===== src/rtl/bridge_pkg.sv =====
// Shared definitions for the system-to-peripheral bridge.
// Assumes the standard 2-bit transfer-type encoding on the system side.
package bridge_pkg;

    typedef enum logic [1:0] {
        PH_IDLE   = 2'd0,
        PH_SETUP  = 2'd1,
        PH_ENABLE = 2'd2
    } apb_phase_e;

    localparam logic [1:0] HT_IDLE   = 2'd0;
    localparam logic [1:0] HT_BUSY   = 2'd1;
    localparam logic [1:0] HT_NONSEQ = 2'd2;
    localparam logic [1:0] HT_SEQ    = 2'd3;

endpackage


===== src/rtl/ahb_req_capture.sv =====
// Holds the address, direction and write data of the current request.
// Assumes address/direction arrive with the accept pulse and write data
// one cycle later, while load_wdata is high.
module ahb_req_capture #(
    parameter int ADDR_W = 32,
    parameter int DATA_W = 32
) (
    input  logic              clk,
    input  logic              rst_n,
    input  logic              accept,
    input  logic [ADDR_W-1:0] haddr,
    input  logic              hwrite,
    input  logic              load_wdata,
    input  logic [DATA_W-1:0] hwdata,
    output logic [ADDR_W-1:0] addr_q,
    output logic              write_q,
    output logic [DATA_W-1:0] wdata_q
);

    // Latch address and direction at the end of an accepted address phase.
    always_ff @(posedge clk) begin
        if (!rst_n) begin
            addr_q  <= '0;
            write_q <= 1'b0;
        end else if (accept) begin
            addr_q  <= haddr;
            write_q <= hwrite;
        end
    end

    // Latch write data at the end of the SETUP cycle, so that it is held through ENABLE.
    always_ff @(posedge clk) begin
        if (!rst_n) begin
            wdata_q <= '0;
        end else if (load_wdata) begin
            wdata_q <= hwdata;
        end
    end

endmodule


===== src/rtl/apb_phase_fsm.sv =====
// Peripheral-bus sequencer: IDLE -> SETUP -> ENABLE -> (SETUP | IDLE).
// Assumes no wait states: SETUP and ENABLE each last exactly one cycle.
module apb_phase_fsm
    import bridge_pkg::*;
(
    input  logic       clk,
    input  logic       rst_n,
    input  logic       accept,
    output apb_phase_e phase,
    output logic       in_setup,
    output logic       in_enable
);

    apb_phase_e phase_nxt;

    // Choose the next phase from the current phase and a newly taken request.
    always_comb begin
        unique case (phase)
            PH_IDLE:   phase_nxt = accept ? PH_SETUP : PH_IDLE;
            PH_SETUP:  phase_nxt = PH_ENABLE;
            PH_ENABLE: phase_nxt = accept ? PH_SETUP : PH_IDLE;
            default:   phase_nxt = PH_IDLE;
        endcase
    end

    // Phase register with synchronous reset.
    always_ff @(posedge clk) begin
        if (!rst_n) phase <= PH_IDLE;
        else        phase <= phase_nxt;
    end

    assign in_setup  = (phase == PH_SETUP);
    assign in_enable = (phase == PH_ENABLE);

endmodule


===== src/rtl/apb_slot_decoder.sv =====
// Second-level decode: turns the slot field of the latched address into
// one-hot peripheral selects. Slots without a peripheral give all zeros.
module apb_slot_decoder #(
    parameter int N_PERIPH = 4,
    parameter int SLOT_W   = 4
) (
    input  logic [SLOT_W-1:0]   slot,
    output logic [N_PERIPH-1:0] sel_vec
);

    // One comparator per populated slot.
    for (genvar gi = 0; gi < N_PERIPH; gi++) begin : g_slot
        assign sel_vec[gi] = (slot == SLOT_W'(gi));
    end

endmodule


===== src/rtl/apb_read_mux.sv =====
// Steers the read data of the selected peripheral; zero when none is selected.
// Assumes sel_vec is one-hot or zero.
module apb_read_mux #(
    parameter int N_PERIPH = 4,
    parameter int DATA_W   = 32
) (
    input  logic [N_PERIPH-1:0]        sel_vec,
    input  logic [N_PERIPH*DATA_W-1:0] prdata,
    output logic [DATA_W-1:0]          rdata
);

    // AND-OR mux over all peripherals.
    always_comb begin
        rdata = '0;
        for (int i = 0; i < N_PERIPH; i++) begin
            if (sel_vec[i]) rdata = rdata | prdata[i*DATA_W +: DATA_W];
        end
    end

endmodule


===== src/rtl/sysbus_periph_bridge.sv =====
// System-bus slave / peripheral-bus master bridge.
// Assumes the system decoder drives hsel for the whole bridge region, and that
// hready is the bus-wide ready, which includes this block's hreadyout.
// Every peripheral access is one SETUP plus one ENABLE cycle; no wait states.
module sysbus_periph_bridge
    import bridge_pkg::*;
#(
    parameter int ADDR_W      = 32,
    parameter int DATA_W      = 32,
    parameter int N_PERIPH    = 4,
    parameter int SLOT_LSB    = 12,
    parameter int REGION_BITS = 16
) (
    input  logic                       clk,
    input  logic                       rst_n,
    input  logic                       hsel,
    input  logic [ADDR_W-1:0]          haddr,
    input  logic [1:0]                 htrans,
    input  logic                       hwrite,
    input  logic [DATA_W-1:0]          hwdata,
    input  logic                       hready,
    output logic                       hreadyout,
    output logic                       hresp,
    output logic [DATA_W-1:0]          hrdata,
    output logic [ADDR_W-1:0]          paddr,
    output logic [N_PERIPH-1:0]        psel,
    output logic                       penable,
    output logic                       pwrite,
    output logic [DATA_W-1:0]          pwdata,
    input  logic [N_PERIPH*DATA_W-1:0] prdata
);

    localparam int SLOT_W = REGION_BITS - SLOT_LSB;

    apb_phase_e            phase;
    logic                  in_setup;
    logic                  in_enable;
    logic                  accept;
    logic [ADDR_W-1:0]     addr_q;
    logic                  write_q;
    logic [DATA_W-1:0]     wdata_q;
    logic [N_PERIPH-1:0]   sel_vec;
    logic [DATA_W-1:0]     rd_sel;

    // A real request on a ready bus, taken only when no SETUP is in progress.
    assign accept = hsel && hready && htrans[1] && !in_setup;

    ahb_req_capture #(
        .ADDR_W (ADDR_W),
        .DATA_W (DATA_W)
    ) u_capture (
        .clk        (clk),
        .rst_n      (rst_n),
        .accept     (accept),
        .haddr      (haddr),
        .hwrite     (hwrite),
        .load_wdata (in_setup),
        .hwdata     (hwdata),
        .addr_q     (addr_q),
        .write_q    (write_q),
        .wdata_q    (wdata_q)
    );

    apb_phase_fsm u_fsm (
        .clk       (clk),
        .rst_n     (rst_n),
        .accept    (accept),
        .phase     (phase),
        .in_setup  (in_setup),
        .in_enable (in_enable)
    );

    apb_slot_decoder #(
        .N_PERIPH (N_PERIPH),
        .SLOT_W   (SLOT_W)
    ) u_decode (
        .slot    (addr_q[SLOT_LSB +: SLOT_W]),
        .sel_vec (sel_vec)
    );

    apb_read_mux #(
        .N_PERIPH (N_PERIPH),
        .DATA_W   (DATA_W)
    ) u_rmux (
        .sel_vec (sel_vec),
        .prdata  (prdata),
        .rdata   (rd_sel)
    );

    // Peripheral-side outputs: selects only during an active access.
    always_comb begin
        psel    = (phase != PH_IDLE) ? sel_vec : '0;
        penable = in_enable;
        paddr   = addr_q;
        pwrite  = write_q;
        pwdata  = in_setup ? hwdata : wdata_q;
    end

    // System-side outputs: stall only in SETUP; return read data in ENABLE.
    always_comb begin
        hreadyout = !in_setup;
        hresp     = 1'b0;
        hrdata    = (in_enable && !write_q) ? rd_sel : '0;
    end

endmodule


===== config.mk =====
export PLATFORM = sky130hd
export DESIGN_NAME = sysbus_periph_bridge
export DESIGN_NICKNAME = d
export VERILOG_FILES = /design/src/rtl/bridge_pkg.sv /design/src/rtl/ahb_req_capture.sv /design/src/rtl/apb_phase_fsm.sv /design/src/rtl/apb_slot_decoder.sv /design/src/rtl/apb_read_mux.sv /design/src/rtl/sysbus_periph_bridge.sv
export SDC_FILE = /design/constraint.sdc
export NUM_CORES = 1
export LEC_CHECK = 0
export CAP_MARGIN = 20
export CORE_AREA = 2 2 117 119
export CTS_CLUSTER_SIZE = 8
export DETAILED_ROUTE_END_ITERATION = 10
export DIE_AREA = 0 0 119 121
export DONT_BUFFER_PORTS = 1
export GPL_ROUTABILITY_DRIVEN = 0
export GPL_TIMING_DRIVEN = 0
export SYNTH_ARGS = -nofsm -noshare
export SYNTH_HDL_FRONTEND = slang
export SYNTH_SLANG_ARGS = --single-unit

===== constraint.sdc =====
create_clock -name clk -period 2.68 [get_ports clk]
set_input_delay 0.268 -clock clk [delete_from_list [all_inputs] [get_ports clk]]
set_output_delay 0.268 -clock clk [all_outputs]
set_load 0.02 [all_outputs]

==> results of run 1 <==
==> metal layers <==
layer	wire length, um	vias up
li1	-	1514
met1	4680	1584
met2	7260	223
met3	1470	25
met4	348	0
met5	0	-
==> area by class of cell <==
class	count	area, um2	share of cell area (%)
sequential	67	1340	30.7
multi-input combinational	307	2270	52.1
clock buffer	13	250	5.73
inverter	1	3.75	0.0860
buffer	41	244	5.59
clock inverter	2	12.5	0.287
tap	176	220	5.04
antenna	2	5.00	0.115
timing repair buffer	2	15.0	0.344
==> power groups by stage <==
stage | sequential (W) | combinational (W) | clock [W]
2_1_floorplan | 0.00108 | 0.000234 | 0
3_3_place_gp | 0.00108 | 0.000280 | 0
3_5_place_dp | 0.00108 | 0.000288 | 0
4_1_cts | 0.00106 | 0.000290 | 0.00108
5_1_grt | 0.00107 | 0.000316 | 0.00113
6_report | 0.00106 | 0.000289 | 0.00105
==> state kept, by name, summed over array words and instances, names as in the netlist <==
name               flops
u_capture.wdata_q     32
u_capture.addr_q      32
u_capture.write_q      1
u_fsm.phase            2
==> cell usage in the layout (no fill, tap or decap), types with 6 or more instances in the layout <==
cell        n
and2_1     33
a21oi_1    20
mux2_2     64
o21ai_0    33
buf_4       6
dfxtp_1    67
nand2_1    32
a22oi_1    22
a21boi_0   23
a22oi_2    10
nand3_1    34
clkbuf_1   20
a21oi_2    12
clkbuf_16   9
a21boi_1   10
buf_2      13
==> cells by family after synthesis <==
| kind of cell | Yosys count |
|---|---|
| other | 1 |
| AO/OA/AOI/OAI | 130 |
| multiplexers | 64 |
| AND/OR/NAND/NOR | 112 |
| flip-flops | 67 |
| buffers and inverters | 42 |
==> stage by stage <==
stage / util, % / hold slack [ns] / cell area (um2) / worst slack (ns)
2_1_floorplan: - / 0.415 / 3850 / 0.765
6_report: 33.4 / 0.0860 / 4370 / 0.117
3_5_place_dp: 31.1 / 0.427 / 4070 / 0.346
3_3_place_gp: 31.1 / 0.419 / 4070 / 0.356
4_1_cts: 33.2 / 0.0714 / 4350 / 0.00860
5_1_grt: 33.4 / 0.0695 / 4370 / 0.00134
==> worst min-delay path by stage <==
stage                                end  slack, ns
finish              u_capture.addr_q[28]       0.09
CTS                 u_capture.addr_q[28]       0.07
floorplan           u_capture.addr_q[13]       0.41
global route        u_capture.addr_q[28]       0.07
global placement    u_capture.addr_q[23]       0.42
detailed placement  u_capture.addr_q[15]       0.43
==> cell usage after synthesis <==
cell type,number
dfxtp_1,67
mux2_2,64
nand3_1,34
and2_1,33
o21ai_0,33
nand2_1,32
a21boi_0,23
a21oi_1,22
a22oi_1,22
clkbuf_1,17
buf_2,13
a21boi_1,10
a21oi_2,10
a22oi_2,10
buf_6,5
buf_4,4
nor2b_1,3
nor3b_1,2
and3_1,1
and3b_1,1
buf_8,1
clkbuf_8,1
clkinv_1,1
conb_1,1
nand2b_1,1
nor2_1,1
nor2b_4,1
nor3b_4,1
nor4_4,1
nor4b_4,1
==> critical path: stages (launching register included) <==
cell	delay, ns
dfxtp_1	0.68
nor3b_4	0.50
buf_4	0.25
a22oi_1	0.09
a21oi_1	0.45
==> repair_timing <==
item / 4_1_cts / 5_1_grt
endpoints found under the hold margin: 0 / 0
buffers inserted: 2 / 0
endpoints found under the setup margin: 2 / 15
resized for setup: 0 / 4
pin swaps: 0 / 0
==> metrics.csv, run 1 <==
metric,value,unit
synth_compound_area_share,23.4,%
hold_viol_final,0,
r2r_start,u_fsm.phase[0],
firstDrtPassIters,6,
p_int,0.00179,W
synth_mux_area_share,18.7,%
synth_cell_type_count,30,
finalClockSkew,0.00523,ns
synthToLayoutAreaGrowth,13.5,%
synth_area_leader_cell,dfxtp_1,
slew_violations,0,
worst_setup_path_start_kind,register,
dp_hpwl,11400,um
busiest_layer,met2,
grt_max_degree,11,
reg2reg_to,u_capture.addr_q[29],
netlist_instances,416,
endpoint,hrdata[12],
synth-seq-area-share,34.9,%
grt-ovfl-total,0,
dr_total_vias,3346,
worstSetupEndpointType,output port,
fmax,390,MHz
numCtsBuffers,9,
min_from,haddr[28],
synth.net_count,615,
cts_sinks,67,
synth_top_family_by_area,compound AO/OA/AOI/OAI gates,
dieArea,14400,um2
drive_above_1_share,30.0,%
total_power,0.00240,W
clk_pin_slew,0.06,ns
via_per_inst,5.48,
drt_iter0_drc,114,
fin_crit_sh,95.6,%
holdPathStages,2,
clk_latency,0.33,ns
status,finished clean,
crit_start,u_capture.addr_q[13],
hp-class,in -> reg,
worst_pin_slew,0.687,ns
start_util,29.4,%
ys_ff_latch,67,
required,2.41,ns
placedCellCount,592,
switchingPower,0.000619,W
power_density,551,nW/um2
synth_area,3850,um2
grt.met2_usage,32.8,%
synthSimpleGateAreaFrac,16.5,%
cts_tree,yes,
arrival,2.30,ns
pwr-share-seq,44.2,%
path_max_fanout,10,
grt.met3_usage,7.61,%
ir_drop,0.000445,V
finalSetupViolCount,0,
maxCapViolCount,0,
clockRootBuffer,clkbuf_16,
p_leak,1.53,nW
clk_path_buf_depth,2,
totalWireLength,13800,um
wl_per_cell,22.5,um
antenna_found_initial,2,
fin_cells,611,
portBuffers,0,
fin_nets,628,
grt_first_pass_wirelength,19600,um
swShare,25.7,%
use_met1,17.3,%
synth.avg_cell_area,9.25,um2
path_class,reg -> out,
track_usage,18.0,%
drc,0,
fp.coreArea,13100,um2
power_frac_clock,43.7,%
netlist.area_leader.share,34.9,%
slew_headroom,54.1,%
p_comb_share,12.0,%
h-tree-depth,3,
grt_pass1_vias,3363,
fillers,1362,
ioPinCount,303,
rows,42,
route.antenna.remaining_nets,0,
cts_hold_buf,0,
rsz0062_at_grt,false,
ff2ff_setup_slack,0.95,ns
fin_tns_setup,0,ns
period_needed,2.56,ns
die_w,119,um
synth-xor-area-share,0,%
yosys-top-cells-area,"dfxtp_1 35%, mux2_2 19%, and2_1 5.4%",
die_h,121,um
ys_warn_count,0,
synth_adder_area_share,0,%
reg2regPathDepth,6,
Note: power is estimated with default switching activity, not from simulation.
==> run 2, diff against run 1 <==
- clock period: 2.68 -> 2.9 ns (I/O delays scaled with it)
==> run 2 against run 1 <==
Against the previous run: combinational power shrank 8.7%; critical path depth increased by 1; clock power is 8% lower; sequential power decreased by 7%; global-route usage unchanged; first-iteration DRC count increased by 8.8%; cell area down 0.69%; via count is 0.72% lower; wire length is 0.52% lower; register-to-register slack better by 0.26 ns; largest cell class unchanged.
==> metrics.csv, run 2 (same netlist as run 1, synthesis figures left out) <==
metric,value,unit
numCtsBuffers,9,
fillers,1360,
totalWireLength,13700,um
required,2.61,ns
die_h,121,um
drive_above_1_share,28.8,%
setup_ws,0.224,ns
hold_viol_final,0,
fp.coreArea,13100,um2
cts_setup_buffers,0,
fin_tns_setup,0,ns
ioPinCount,303,
h-tree-depth,3,
dp_hpwl,11400,um
rsz0062_at_grt,false,
hp-class,in -> reg,
holdPathStages,2,
ff_latch_area,1340,um2
critical_path.slowest_cell,dfxtp_1,
drt_iter0_drc,124,
cts_sinks,67,
via_per_inst,5.45,
min_to,u_capture.addr_q[28],
track_usage,18.0,%
worstSetupEndpointType,output port,
fin_cells,609,
multiInputGateArea,2260,um2
critPathBufInv,2,
slew_headroom,52.6,%
fin_nets,626,
worst_pin_slew,0.709,ns
rows,42,
power_density,511,nW/um2
firstDrtPassIters,5,
placedCellCount,592,
finalClockSkew,0.00466,ns
cp_slowest_stage_delay,0.52,ns
portBuffers,0,
min_from,haddr[28],
clk_path_buf_depth,2,
die_w,119,um
start_util,29.4,%
period_needed,2.68,ns
fin_crit_sh,92.3,%
crit_chain,buf_4 -> nor4b_4 -> buf_6 -> a22oi_1 -> a21oi_1,
grt_first_pass_wirelength,19500,um
synthToLayoutAreaGrowth,12.7,%
final_common_cell,dfxtp_1,
reg_top3,"u_capture.addr_q: 32 flops, u_capture.wdata_q: 32 flops, u_fsm.phase: 2 flops",
maxCapViolCount,0,
reg2reg_to,u_capture.addr_q[29],
antenna_found_initial,2,
cpLargestDelayFamily,compound AO/OA/AOI/OAI gates,
drc,0,
status,finished clean,
path_class,reg -> out,
path_max_fanout,10,
hold_slack,0.108,ns
grt_pass1_vias,3357,
dieArea,14400,um2
ir_drop,0.000412,V
grt-ovfl-total,0,
slew_violations,0,
wl_per_cell,22.5,um
grt_max_degree,11,
r2r_start,u_fsm.phase[0],
cts_tree,yes,
cts_hold_buf,0,
worst_setup_path_start_kind,register,
dr_total_vias,3322,
ff2ff_setup_slack,1.21,ns
place_ws,0.544,ns
clockRootBuffer,clkbuf_16,
finalSetupViolCount,0,
clk_pin_slew,0.05,ns
cts_resized,0,
fmax,374,MHz
reg2regPathDepth,6,
p_leak,1.52,nW
route.antenna.remaining_nets,0,
clk_latency,0.33,ns
arrival,2.39,ns
mostFrequentLayoutCells,"67 x dfxtp_1, 64 x mux2_2, 34 x nand3_1",
[run 2: cell types whose count changed in the layout (fill, tap and decap cells not counted), sizes merged]
cell / change
buf: -2
[run 2: where the power goes]
group	internal, W	switching, W	total [W]
logic	0.000107	0.000157	0.000264
clock network	0.000596	0.000374	0.000969
registers	0.000946	0.0000366	0.000983
[run 2: worst max path at each step]
stage	to	slack, ns	cells after the start	startpoint
after CTS	hrdata[24]	0.18	5	u_capture.addr_q[12]
final	hrdata[22]	0.22	5	u_capture.addr_q[12]
after global routing	hrdata[22]	0.1	5	u_capture.addr_q[12]
after floorplan	psel[2]	0.96	3	u_capture.addr_q[13]
after global placement	hrdata[24]	0.55	5	u_capture.addr_q[12]
after detailed placement	hrdata[24]	0.54	5	u_capture.addr_q[12]
[run 2: layout make-up]
cell class                      count  area share [%]
Clock buffer                       13            5.77
Multi-Input combinational cell    307            52.1
Buffer                             41            5.63
Tap cell                          176            5.08
Clock inverter                      2           0.289
Antenna cell                        2           0.115
Inverter                            1          0.0866
Sequential cell                    67            30.9
[run 2: worst reg2reg max path: cells and delay by family, from the launching register on]
family / cells / cell delay, ns
AOI/OAI and AO/OA: 1 / 0.08
buffers and inverters: 3 / 0.74
DFF: 1 / 0.37
and+or+nand+nor: 2 / 0.37
[run 2: metal layers]
layer,GRT usage [%],up-vias,part of all wire [%]
met5,0,-,0
met3,7.61,25,10
met4,9.52,0,2.8
li1,-,1509,-
met1,17.3,1565,34
met2,32.8,223,53
[run 2: metrics by stage]
| step | total power [W] | instance area, um2 | util [%] |
|---|---|---|---|
| 5_1_grt | 0.00232 | 4340 | 33.1 |
| 3_5_place_dp | 0.00127 | 4070 | 31.1 |
| 4_1_cts | 0.00225 | 4330 | 33.1 |
| 2_1_floorplan | 0.00121 | 3850 | - |
| 6_report | 0.00222 | 4340 | 33.1 |
| 3_3_place_gp | 0.00126 | 4070 | 31.1 |
==> run 3, diff against run 2 <==
- CTS_BUF_LIST: default -> sky130_fd_sc_hd__clkbuf_4 sky130_fd_sc_hd__clkbuf_8
==> run 3 against run 2 <==
Against the previous run: cell area fell by 2.1%; wire length hardly changed; die area stayed put; register-to-register slack lost 0.02 ns; global-route usage is 0.066 points lower; fmax is 0.95% lower; clock power down 28%; utilization down 0.69 points; power down 12%; hold slack worse by 0.025 ns; clock skew is 0.0021 ns higher; critical endpoint is now hrdata[12]; largest cell class unchanged.
==> metrics.csv, run 3 (same netlist as run 1, synthesis figures left out) <==
metric,value,unit
status,finished clean,
path_max_fanout,10,
hp-class,in -> reg,
drive_above_1_share,29.5,%
fp.coreArea,13100,um2
worstSetupEndpointType,output port,
period_needed,2.70,ns
grt_first_pass_wirelength,19500,um
grt-ovfl-total,0,
dr_total_vias,3327,
rows,42,
finalClockSkew,0.00675,ns
p_int,0.00141,W
ff2ff_setup_slack,1.19,ns
reg2reg_to,u_capture.addr_q[30],
worst_pin_slew,0.719,ns
switchingPower,0.000534,W
r2r_start,u_fsm.phase[0],
worst_setup_path_start_kind,register,
ioPinCount,303,
fin_crit_sh,93.2,%
place_ws,0.544,ns
slew_violations,0,
cts_setup_buffers,0,
clk_path_buf_depth,2,
finalSetupViolCount,0,
power_density,458,nW/um2
swShare,27.5,%
final_common_cell,dfxtp_1,
die_w,119,um
clockRootBuffer,clkbuf_8,
cp_slowest_stage_delay,0.52,ns
power_frac_clock,35.9,%
pwr-share-seq,50.5,%
cpLargestDelayFamily,compound AO/OA/AOI/OAI gates,
grt_max_degree,11,
critical_path.slowest_cell,dfxtp_1,
drt_iter0_drc,121,
crit_cells,5,
drc,0,
slew_headroom,52.0,%
critPathBufInv,2,
cts_hold_buf,0,
via_per_inst,5.46,
cts_resized,0,
numCtsBuffers,9,
hold_viol_final,0,
reg2regPathDepth,6,
clk_latency,0.35,ns
firstDrtPassIters,5,
route.antenna.remaining_nets,0,
fin_tns_setup,0,ns
die_h,121,um
totalWireLength,13700,um
h-tree-depth,3,
start_util,29.4,%
hold_slack,0.0836,ns
reg_top3,"u_capture.addr_q: 32 flops, u_capture.wdata_q: 32 flops, u_fsm.phase: 2 flops",
fmax,370,MHz
wl_per_cell,22.5,um
dp_hpwl,11400,um
ir_drop,0.000274,V
antenna_found_initial,2,
synthToLayoutAreaGrowth,10.3,%
track_usage,18.0,%
fillers,1371,
mostFrequentLayoutCells,"67 x dfxtp_1, 64 x mux2_2, 34 x nand3_1",
setup_ws,0.198,ns
p_comb_share,13.6,%
path_class,reg -> out,
required,2.61,ns
clk_pin_slew,0.07,ns
arrival,2.41,ns
rsz0062_at_grt,false,
endpoint,hrdata[12],
grt_pass1_vias,3347,
dieArea,14400,um2
p_leak,1.49,nW
fin_nets,626,
crit_start,u_capture.addr_q[12],
cts_tree,yes,
portBuffers,0,
cts_sinks,67,
crit_chain,buf_4 -> nor4b_4 -> buf_6 -> a22oi_1 -> a21oi_1,
maxCapViolCount,0,
final_util,32.4,%
==> run 3: worst register-to-register path: stages (launching register included) <==
cell and delay [ns]:
dfxtp_1 0.37, nor2b_4 0.25, buf_6 0.19, clkinv_1 0.24
buf_2 0.31, nand3_1 0.12, a21boi_0 0.11
==> run 3: area by class of cell <==
cell class	count	area, um2	share of cell area (%)
antenna	2	5.00	0.118
clock buffer	13	160	3.77
inverter	1	3.75	0.0884
multi-input combinational	307	2260	53.2
sequential	67	1340	31.6
buffer	41	244	5.75
clock inverter	2	12.5	0.295
tap	176	220	5.19
==> run 3: metal layers <==
metal	track usage [%]	share of wire, %
met3	7.05	10
met2	32.9	52
met5	0	0
met1	17.1	34
met4	10.2	3.2
==> run 3: metrics by stage <==
stage                     cells  total power, W  cell area (um2)
after floorplan             416         0.00121             3850
after detailed placement    592         0.00127             4070
final                       609         0.00194             4250
after CTS                   607         0.00197             4240
after global placement      592         0.00126             4070
after global routing        609         0.00204             4250
==> run 3: worst min-delay path by stage <==
stage / startpoint / end / slack [ns] / cells after the start
2_1_floorplan: haddr[13] / u_capture.addr_q[13] / 0.44 / 2
3_3_place_gp: haddr[23] / u_capture.addr_q[23] / 0.44 / 2
3_5_place_dp: haddr[15] / u_capture.addr_q[15] / 0.45 / 2
4_1_cts: haddr[28] / u_capture.addr_q[28] / 0.06 / 2
5_1_grt: haddr[28] / u_capture.addr_q[28] / 0.06 / 2
6_report: haddr[28] / u_capture.addr_q[28] / 0.08 / 2
==> run 3: power groups by stage <==
| stage | Clock (W) | Combinational [W] | Sequential, W |
|---|---|---|---|
| floorplan | 0 | 0.000216 | 0.000994 |
| global placement | 0 | 0.000259 | 0.00100 |
| detailed placement | 0 | 0.000266 | 0.00100 |
| CTS | 0.000721 | 0.000267 | 0.000982 |
| global route | 0.000765 | 0.000290 | 0.000983 |
| finish | 0.000696 | 0.000264 | 0.000981 |
